### config.mk
export PLATFORM = sky130hd
export DESIGN_NAME = shf_unit
export DESIGN_NICKNAME = d
export VERILOG_FILES = /design/src/rtl/shf_pkg.sv /design/src/rtl/shf_amt_decode.sv /design/src/rtl/shf_barrel.sv /design/src/rtl/shf_result_sel.sv /design/src/rtl/shf_unit.sv
export SDC_FILE = /design/constraint.sdc
export NUM_CORES = 1
export LEC_CHECK = 0
export BUFFER_PORTS_ARGS = -buffer_cell sky130_fd_sc_hd__clkbuf_2
export CORE_UTILIZATION = 25
export DETAILED_ROUTE_END_ITERATION = 10
export GPL_TIMING_DRIVEN = 0
export MAX_ROUTING_LAYER = met4
export PLACE_DENSITY_LB_ADDON = 0.2
export SLEW_MARGIN = 20
export SYNTH_ARGS = -nofsm -noshare
export SYNTH_HDL_FRONTEND = slang
export SYNTH_SLANG_ARGS = --single-unit
### constraint.sdc
create_clock -name vclk -period 3.7
set_input_delay 0.37 -clock vclk [all_inputs]
set_output_delay 0.37 -clock vclk [all_outputs]
set_load 0.1 [all_outputs]
### src/rtl/shf_pkg.sv
package shf_pkg;

   // Shift operation encoding, as decoded from the instruction.
   typedef enum logic [1:0] {
      SK_LSL = 2'b00,
      SK_LSR = 2'b01,
      SK_ASR = 2'b10,
      SK_ROR = 2'b11
   } shift_kind_e;

   // How the effective count relates to the data width.
   typedef enum logic [1:0] {
      AC_KEEP   = 2'b00,   // identity, carry untouched
      AC_PART   = 2'b01,   // 1 .. WIDTH-1 through the barrel
      AC_FULL   = 2'b10,   // exactly WIDTH
      AC_BEYOND = 2'b11    // above WIDTH
   } amt_class_e;

endpackage

### src/rtl/shf_amt_decode.sv
module shf_amt_decode
   import shf_pkg::*;
#(
   parameter int WIDTH      = 32,
   parameter int REG_BYTE_W = 8,
   parameter int LW         = $clog2(WIDTH)
) (
   input  logic                  from_reg,
   input  shift_kind_e           kind,
   input  logic [LW-1:0]         imm_amt,
   input  logic [REG_BYTE_W-1:0] reg_byte,
   output amt_class_e            cls,
   output logic [LW-1:0]         cnt
);

   localparam logic [REG_BYTE_W-1:0] FULL_BYTE = REG_BYTE_W'(WIDTH);

   logic byte_zero;
   logic low_zero;

   always_comb begin
      byte_zero = (reg_byte == '0);
      low_zero  = (reg_byte[LW-1:0] == '0);
      cls       = AC_KEEP;
      cnt       = '0;
      if (from_reg) begin
         if (byte_zero) begin
            cls = AC_KEEP;
         end else if (kind == SK_ROR) begin
            cnt = reg_byte[LW-1:0];
            cls = low_zero ? AC_FULL : AC_PART;
         end else if (reg_byte < FULL_BYTE) begin
            cnt = reg_byte[LW-1:0];
            cls = AC_PART;
         end else if (reg_byte == FULL_BYTE) begin
            cls = AC_FULL;
         end else begin
            cls = AC_BEYOND;
         end
      end else begin
         if (kind == SK_ROR) begin
            cls = AC_KEEP;
         end else if (imm_amt == '0) begin
            cls = (kind == SK_LSL) ? AC_KEEP : AC_FULL;
         end else begin
            cnt = imm_amt;
            cls = AC_PART;
         end
      end
   end

endmodule

### src/rtl/shf_barrel.sv
module shf_barrel
   import shf_pkg::*;
#(
   parameter int WIDTH = 32,
   parameter int LW    = $clog2(WIDTH)
) (
   input  shift_kind_e       kind,
   input  logic [WIDTH-1:0]  op,
   input  logic [LW-1:0]     cnt,
   output logic [WIDTH-1:0]  shifted,
   output logic              last_out
);

   logic [WIDTH-1:0]       op_rev;
   logic [WIDTH-1:0]       src;
   logic [WIDTH-1:0]       out_rev;
   logic                   fill;
   logic [LW:0][WIDTH-1:0] stage;

   // Left shifts run through the right-shift network on a mirrored operand.
   for (genvar i = 0; i < WIDTH; i++) begin : g_mirror
      assign op_rev[i]  = op[WIDTH-1-i];
      assign out_rev[i] = stage[LW][WIDTH-1-i];
   end

   assign src      = (kind == SK_LSL) ? op_rev : op;
   assign fill     = (kind == SK_ASR) & op[WIDTH-1];
   assign stage[0] = src;

   for (genvar s = 0; s < LW; s++) begin : g_stage
      localparam int SH = 1 << s;
      logic [WIDTH-1:0] moved;
      assign moved = (kind == SK_ROR) ? {stage[s][SH-1:0], stage[s][WIDTH-1:SH]}
                                      : {{SH{fill}}, stage[s][WIDTH-1:SH]};
      assign stage[s+1] = cnt[s] ? moved : stage[s];
   end

   assign shifted  = (kind == SK_LSL) ? out_rev : stage[LW];
   // Last bit to leave the word: bit cnt-1 of the (mirrored) source.
   assign last_out = src[cnt - 1'b1];

endmodule

### src/rtl/shf_result_sel.sv
module shf_result_sel
   import shf_pkg::*;
#(
   parameter int WIDTH = 32
) (
   input  amt_class_e        cls,
   input  shift_kind_e       kind,
   input  logic [WIDTH-1:0]  op,
   input  logic              c_in,
   input  logic [WIDTH-1:0]  shifted,
   input  logic              last_out,
   output logic [WIDTH-1:0]  res,
   output logic              c_out,
   output logic              n_out,
   output logic              z_out
);

   logic sign;
   assign sign = op[WIDTH-1];

   always_comb begin
      res   = op;
      c_out = c_in;
      unique case (cls)
         AC_KEEP: begin
            res   = op;
            c_out = c_in;
         end
         AC_PART: begin
            res   = shifted;
            c_out = last_out;
         end
         AC_FULL: begin
            unique case (kind)
               SK_LSL: begin res = '0;            c_out = op[0]; end
               SK_LSR: begin res = '0;            c_out = sign;  end
               SK_ASR: begin res = {WIDTH{sign}}; c_out = sign;  end
               SK_ROR: begin res = op;            c_out = sign;  end
            endcase
         end
         AC_BEYOND: begin
            if (kind == SK_ASR) begin
               res   = {WIDTH{sign}};
               c_out = sign;
            end else begin
               res   = '0;
               c_out = 1'b0;
            end
         end
      endcase
      n_out = res[WIDTH-1];
      z_out = (res == '0);
   end

endmodule

### src/rtl/shf_unit.sv
module shf_unit
   import shf_pkg::*;
#(
   parameter  int WIDTH      = 32,
   parameter  int REG_BYTE_W = 8,
   localparam int LW         = $clog2(WIDTH)
) (
   input  logic [WIDTH-1:0] op_a,
   input  logic             amt_from_reg,
   input  logic [1:0]       shift_kind,
   input  logic [LW-1:0]    imm_amt,
   input  logic [WIDTH-1:0] amt_reg,
   input  logic             c_in,
   output logic [WIDTH-1:0] res,
   output logic             n_out,
   output logic             z_out,
   output logic             c_out
);

   if (WIDTH < 8 || (WIDTH & (WIDTH - 1)) != 0) begin : g_bad_width
      $error("shf_unit: WIDTH must be a power of two of at least 8");
   end
   if (REG_BYTE_W <= LW || REG_BYTE_W > WIDTH) begin : g_bad_byte
      $error("shf_unit: REG_BYTE_W must exceed log2(WIDTH) and fit in WIDTH");
   end

   shift_kind_e           kind_e;
   amt_class_e            cls;
   logic [LW-1:0]         cnt;
   logic [WIDTH-1:0]      shifted;
   logic                  last_out;
   logic [REG_BYTE_W-1:0] reg_byte;

   assign kind_e   = shift_kind_e'(shift_kind);
   assign reg_byte = amt_reg[REG_BYTE_W-1:0];

   if (REG_BYTE_W < WIDTH) begin : g_hi_drop
      logic unused_hi;
      assign unused_hi = ^amt_reg[WIDTH-1:REG_BYTE_W];
   end

   shf_amt_decode #(.WIDTH(WIDTH), .REG_BYTE_W(REG_BYTE_W), .LW(LW)) u_dec (
      .from_reg (amt_from_reg),
      .kind     (kind_e),
      .imm_amt  (imm_amt),
      .reg_byte (reg_byte),
      .cls      (cls),
      .cnt      (cnt)
   );

   shf_barrel #(.WIDTH(WIDTH), .LW(LW)) u_bar (
      .kind     (kind_e),
      .op       (op_a),
      .cnt      (cnt),
      .shifted  (shifted),
      .last_out (last_out)
   );

   shf_result_sel #(.WIDTH(WIDTH)) u_sel (
      .cls      (cls),
      .kind     (kind_e),
      .op       (op_a),
      .c_in     (c_in),
      .shifted  (shifted),
      .last_out (last_out),
      .res      (res),
      .c_out    (c_out),
      .n_out    (n_out),
      .z_out    (z_out)
   );

endmodule

==> out/metrics.cfg, run 1 <==
[finish]
seqCellArea_um2 = 0
finalInstanceArea_mm2 = 0.00752
multi_input_area_mm2 = 0.00535
area_growth_synth_to_finish_pct = 79.9
layout.cells.most_common = sky130_fd_sc_hd__buf_4
mostFrequentLayoutCells = sky130_fd_sc_hd__buf_4 (68), sky130_fd_sc_hd__clkbuf_2 (55), sky130_fd_sc_hd__nor2_1 (36), sky130_fd_sc_hd__nand2_1 (34), sky130_fd_sc_hd__o22ai_1 (32)
total_of_fill_cells_in_the_finished_design = 1593
final_layout_size_suffix_gt1_frac = 0.608
sequential_cell_total = 0
clock_buffer_count = 0
fin_nets = 821

[logic_synthesis]
ys.warnings.count = 0
synth.lib_cells_used.distinct = 75
yosys.area_share.xor_xnor = 0.00808
netlist_instances = 594
synthesized_area_per_cell_um2 = 7.04
post_synth_mux_area_share = 0.281
ys_seq_area_frac = 0
synthesis.area_mm2 = 0.00418
synth_compound_gate_area_share = 0.424
post_synth_adder_cell_area = 0.00299
synth_top_family_by_area = compound AO/OA/AOI/OAI gates
synth.net_count = 668
synth_simple_gate_area_share = 0.207

[power_and_ir_drop]
p_switching_uw = 1590
sw_frac_of_total = 0.630
intPower_uw = 932
vdd_ir_drop_max_mv = 0.186
clockPowerShare = 0
p_per_area_mw_per_mm2 = 335
power.leakage_uw = 0.00277
gate_power_share = 1.000
finalPower_uw = 2520
seq_power_share = 0

[route]
m1WireLength_um = 11600
met2_length_um = 12700
topRoutingLayerUsed = met4
vias_per_cell = 6.62
routed-via-count = 6372
detailedRoute.firstPassIterationCount = 7
detail-route-antenna-nets = 0
remaining_drc_errors = 0
detail_route.wirelength_um = 28100
met3_length_um = 2970
routed_wire_length_per_instance_um = 29.3
initialDrtViolationCount = 680

[critical_path]
timing.critical_path.arrival_ns = 3.98
worst_setup_path_end_kind = primary output
cp.required_ns = 3.33
critical_path_peak_fanout = 7
setup.worst_path.class = in -> out
timing.critical_path.from_type = input pin

[floorplan]
fp.dieArea_mm2 = 0.0172
fp.coreArea_mm2 = 0.0161
floorplan.rows = 46
die_h_um = 131
ioPinCount = 108
initial_core_util = 0.259
die_width_um = 131

[global_route]
grt.overflow.total = 0
grt_pass1_vias = 6102
grt.total_usage = 0.320
antenna_found_initial = 0
grt_max_degree = 11
grt_first_pass_wirelength_um = 40600

[sta]
fmaxAchievable_ghz = 0.230
finalMaxSlewViolations = 0
worst_slew_pin_slew_ns = 0.711
fin_ws_ns = -0.646
setup-tns-final_ns = -2.96
final-hold-violation-count = 0
rsz0062_at_grt = yes
finalHoldWorstSlack_ns = 1.22
relSlewSlack = 0.526
setup_violations = 18
final.period_utilization = 1.17
fin_crit_ns = 4.35

[outcome]
violations_in_the_final_reports = negative setup slack
result_of_the_run = complete, but fails checks

[place]
place_congestion = 1.04
dp_hpwl_um = 21900
io_buffer_count = 83
placement.setup.worst_slack_ns = -1.57
placedInstanceArea_mm2 = 0.00506

[clock_network]
hold_buffers = 0

[run]
maxCapViolCount = 0

[hold_path]
hold_path.class = in -> out

[through the flow]
step           cells  utilization
6_report         962        0.467
5_1_grt          961        0.467
4_1_cts          929        0.417
3_5_place_dp     893        0.314
3_3_place_gp     893        0.314
2_1_floorplan    594            -
[cells in the mapped netlist (3+ instances only)]
library cell | instances | area, um^2
sky130_fd_sc_hd__nor3_1 | 15 | 75.1
sky130_fd_sc_hd__nor2b_1 | 4 | 25.0
sky130_fd_sc_hd__a32oi_1 | 4 | 35.0
sky130_fd_sc_hd__buf_2 | 14 | 70.1
sky130_fd_sc_hd__inv_1 | 3 | 11.3
sky130_fd_sc_hd__nand3_1 | 13 | 65.1
sky130_fd_sc_hd__nand2b_1 | 5 | 31.3
sky130_fd_sc_hd__o21ai_1 | 10 | 50.1
sky130_fd_sc_hd__a211oi_1 | 13 | 97.6
sky130_fd_sc_hd__mux2_1 | 5 | 56.3
sky130_fd_sc_hd__mux2i_1 | 58 | 581
sky130_fd_sc_hd__a31oi_1 | 6 | 37.5
sky130_fd_sc_hd__o21ai_2 | 3 | 26.3
sky130_fd_sc_hd__nor4_1 | 6 | 37.5
sky130_fd_sc_hd__a22oi_1 | 12 | 90.1
sky130_fd_sc_hd__o22ai_1 | 51 | 319
sky130_fd_sc_hd__clkbuf_1 | 26 | 97.6
sky130_fd_sc_hd__nor2_1 | 53 | 199
sky130_fd_sc_hd__a221o_1 | 10 | 100
sky130_fd_sc_hd__a211o_1 | 6 | 52.6
sky130_fd_sc_hd__mux4_2 | 7 | 158
sky130_fd_sc_hd__a21oi_1 | 39 | 195
sky130_fd_sc_hd__a221oi_1 | 16 | 140
sky130_fd_sc_hd__buf_1 | 3 | 11.3
sky130_fd_sc_hd__and4_1 | 3 | 26.3
sky130_fd_sc_hd__or4_1 | 4 | 30.0
sky130_fd_sc_hd__a2111oi_0 | 3 | 26.3
sky130_fd_sc_hd__o31ai_1 | 4 | 30.0
sky130_fd_sc_hd__o21ai_0 | 39 | 195
sky130_fd_sc_hd__a21o_1 | 5 | 37.5
sky130_fd_sc_hd__and2_1 | 6 | 37.5
sky130_fd_sc_hd__o221ai_1 | 5 | 43.8
sky130_fd_sc_hd__buf_6 | 8 | 90.1
sky130_fd_sc_hd__nand2_1 | 41 | 154
sky130_fd_sc_hd__mux2_2 | 30 | 338
sky130_fd_sc_hd__nand4_1 | 3 | 18.8
sky130_fd_sc_hd__a32o_1 | 3 | 30.0
sky130_fd_sc_hd__o211ai_1 | 11 | 82.6
[power groups by stage]
stage                     sequential [uW]  clock [uW]  combinational (uW)
final                                   0   0.0000346                2520
after global routing                    0           0                2580
after CTS                               0           0                2210
after detailed placement                0           0                1760
after global placement                  0           0                1780
after floorplan                         0           0                1300
[final cells by class]
type,instances,area share
antenna,1,0.000333
buffer,49,0.0549
inverter,5,0.00449
multi-input combinational,536,0.711
tap,216,0.0359
timing repair buffer,155,0.194
[path summary, 6_finish.rpt]
check | start | endpoint | cells after the start
worst min-delay path | c_in | c_out | 4
worst max-delay path | shift_kind[0] | z_out | 17
[cells by family (layout without fill, tap and decap cells)]
| family | Yosys count | after routing |
|---|---|---|
| adders and majority gates | 1 | 1 |
| and+or+nand+nor | 170 | 170 |
| other | 0 | 1 |
| xor gates and xnor gates | 3 | 3 |
| buffers and inverters | 58 | 209 |
| muxes | 103 | 103 |
| AOI/OAI and AO/OA | 259 | 259 |
[what timing repair did]
item                       4_1_cts  5_1_grt
setup endpoints to repair       35       34
setup buffers                   38       30
gates resized for setup        293      144
cloned                           2        2
pin swaps                       38       40
[worst max-delay path: stages]
cell	delay, ns
sky130_fd_sc_hd__clkbuf_2	0.10
sky130_fd_sc_hd__buf_6	0.14
sky130_fd_sc_hd__or2_1	0.22
sky130_fd_sc_hd__buf_6	0.16
sky130_fd_sc_hd__buf_12	0.16
sky130_fd_sc_hd__mux2i_2	0.26
sky130_fd_sc_hd__mux2_4	0.28
sky130_fd_sc_hd__buf_4	0.14
sky130_fd_sc_hd__o22ai_1	0.07
sky130_fd_sc_hd__nor2_2	0.25
sky130_fd_sc_hd__mux2i_4	0.13
sky130_fd_sc_hd__mux2i_2	0.22
sky130_fd_sc_hd__a21oi_2	0.07
sky130_fd_sc_hd__a221o_2	0.36
sky130_fd_sc_hd__or4_4	0.53
sky130_fd_sc_hd__nor4_4	0.25
sky130_fd_sc_hd__buf_8	0.24
[routing by layer]
layer  vias to the layer above  track usage
li1                       2720            -
met1                      3147        0.427
met2                       421        0.493
met3                        84       0.0602
met4                         0       0.0872
met5                         -            -
Note: power is estimated with default switching activity, not from simulation.
==> run 2, diff against run 1 <==
--- a/config.mk
+++ b/config.mk
@@ -6,8 +6,10 @@
 export NUM_CORES = 1
 export LEC_CHECK = 0
 export BUFFER_PORTS_ARGS = -buffer_cell sky130_fd_sc_hd__clkbuf_2
+export CORE_ASPECT_RATIO = 0.75
 export CORE_UTILIZATION = 25
 export DETAILED_ROUTE_END_ITERATION = 10
+export GPL_ROUTABILITY_DRIVEN = 1
 export GPL_TIMING_DRIVEN = 0
 export MAX_ROUTING_LAYER = met4
 export PLACE_DENSITY_LB_ADDON = 0.2
==> run 2 against run 1 <==
The flow still finishes with violations (negative setup slack). Sequential cell count unchanged. First-iteration DRC count up 48%. Worst setup slack worse by 0.0063 ns. Critical path depth down 2. Global-route usage up 0.089 points. Cell count up 1.6%.
==> out/metrics.cfg, run 2 (synthesis gave the netlist of run 1 again) <==
[sta]
rsz0062_at_grt = yes
final.period_utilization = 1.18
fin_crit_ns = 4.35
fin_ws_ns = -0.653
finalMaxSlewViolations = 0
finalHoldWorstSlack_ns = 1.21
final-hold-violation-count = 0
fmaxAchievable_ghz = 0.230
relSlewSlack = 0.384
setup_violations = 16
worst_slew_pin_slew_ns = 0.923

[global_route]
globalRoute.busiestLayer = met1
grt_max_degree = 11
grt_pass1_vias = 6171
grt.total_usage = 0.321
grt_met3_use = 0.0788
antenna_found_initial = 0
grt_first_pass_wirelength_um = 39700
grt.met2_usage = 0.450
grt.overflow.total = 0
met1_track_usage_gr = 0.453

[place]
dp_hpwl_um = 21400
place.detailed.instances = 887
io_buffer_count = 83
place_congestion = 1.05

[floorplan]
fp.dieArea_mm2 = 0.0172
die_h_um = 114
floorplan.rows = 40
fp.coreArea_mm2 = 0.0162
ioPinCount = 108
initial_core_util = 0.259
die_width_um = 151

[route]
remaining_drc_errors = 0
routed_wire_length_per_instance_um = 29.2
detail_route.wirelength_um = 28600
initialDrtViolationCount = 1005
detailedRoute.firstPassIterationCount = 6
routed-via-count = 6567
detail-route-antenna-nets = 0
vias_per_cell = 6.72

[run]
maxCapViolCount = 0

[finish]
area_growth_synth_to_finish_pct = 90.9
total_of_fill_cells_in_the_finished_design = 1508
layout.cells.most_common = sky130_fd_sc_hd__buf_4
clock_buffer_count = 0
final_layout_size_suffix_gt1_frac = 0.643
sequential_cell_total = 0
seqCellArea_um2 = 0
layoutNonFillerInstCount = 977
fin_nets = 843
mostFrequentLayoutCells = sky130_fd_sc_hd__buf_4 (77), sky130_fd_sc_hd__clkbuf_2 (54), sky130_fd_sc_hd__o22ai_1 (36), sky130_fd_sc_hd__mux2i_4 (34), sky130_fd_sc_hd__nand2_1 (34)
diodes = 0
final_core_utilization = 0.494

[power_and_ir_drop]
p_per_area_mw_per_mm2 = 334
vdd_ir_drop_max_mv = 0.280
finalPower_uw = 2660
power.leakage_uw = 0.00294

[critical_path]
critical_path_peak_fanout = 7
timing.critical_path.arrival_ns = 3.98
worst_setup_path_end_kind = primary output
timing.critical_path.from_type = input pin
cp.required_ns = 3.33
setup.worst_path.class = in -> out

[outcome]
violations_in_the_final_reports = negative setup slack
result_of_the_run = complete, but fails checks

[hold_path]
timing.hold.worst_path_depth = 4
hold_path.class = in -> out
worst_hold_startpoint = c_in
worstHoldEndpoint = c_out

run 2: worst max-delay path, stage by stage:
cell and delay (ns):
sky130_fd_sc_hd__buf_6 0.10, sky130_fd_sc_hd__buf_6 0.13, sky130_fd_sc_hd__nor2_4 0.21, sky130_fd_sc_hd__buf_8 0.19
sky130_fd_sc_hd__mux2i_2 0.35, sky130_fd_sc_hd__mux2_2 0.31, sky130_fd_sc_hd__mux2i_1 0.14, sky130_fd_sc_hd__mux2i_4 0.26
sky130_fd_sc_hd__mux2i_4 0.14, sky130_fd_sc_hd__mux2i_1 0.23, sky130_fd_sc_hd__a21oi_1 0.10, sky130_fd_sc_hd__a221o_2 0.37
sky130_fd_sc_hd__or4_4 0.49, sky130_fd_sc_hd__nor4_4 0.31, sky130_fd_sc_hd__buf_8 0.24
run 2: routing by layer:
layer / vias up / part of all wire
met2: 463 / 0.42
met4: 0 / 0.033
met5: - / 0
met1: 3255 / 0.43
met3: 85 / 0.12
li1: 2764 / -
run 2: cell type report:
cell class	count	area, um^2	share of cell area
Multi-Input combinational cell	536	5540	0.695
Tap cell	210	263	0.0329
Inverter	5	31.3	0.00392
Buffer	48	435	0.0546
Timing Repair Buffer	178	1710	0.214
run 2: metrics by stage:
step	worst slack [ns]	TNS [ns]	area, um^2
global placement	-1.80	-24.01	5060
finish	-0.653	-2.49	7980
global route	-0.697	-3.68	7980
CTS	-0.527	-1.22	6940
floorplan	-1.09	-1.84	4380
detailed placement	-1.65	-22.15	5060
run 2: how the worst max path moves through the flow:
| stage | startpoint | cells after the start | endpoint |
|---|---|---|---|
| after global placement | shift_kind[1] | 15 | z_out |
| after CTS | shift_kind[0] | 15 | z_out |
| after floorplan | shift_kind[1] | 13 | z_out |
| final | shift_kind[0] | 15 | z_out |
| after detailed placement | shift_kind[1] | 15 | z_out |
| after global routing | amt_reg[6] | 16 | z_out |
run 2: power breakdown:
| group | internal (uW) | switching [uW] | total, uW |
|---|---|---|---|
| clock network | 0 | 0 | 0 |
| registers | 0 | 0 | 0 |
| logic | 1030 | 1640 | 2660 |
| total | 1030 | 1640 | 2660 |
run 2: repair_timing:
action	CTS	global route
setup endpoints to repair	35	35
hold buffers	0	0
pin swaps	45	52
resized for setup	336	194
setup buffers	50	45
cloned	1	2
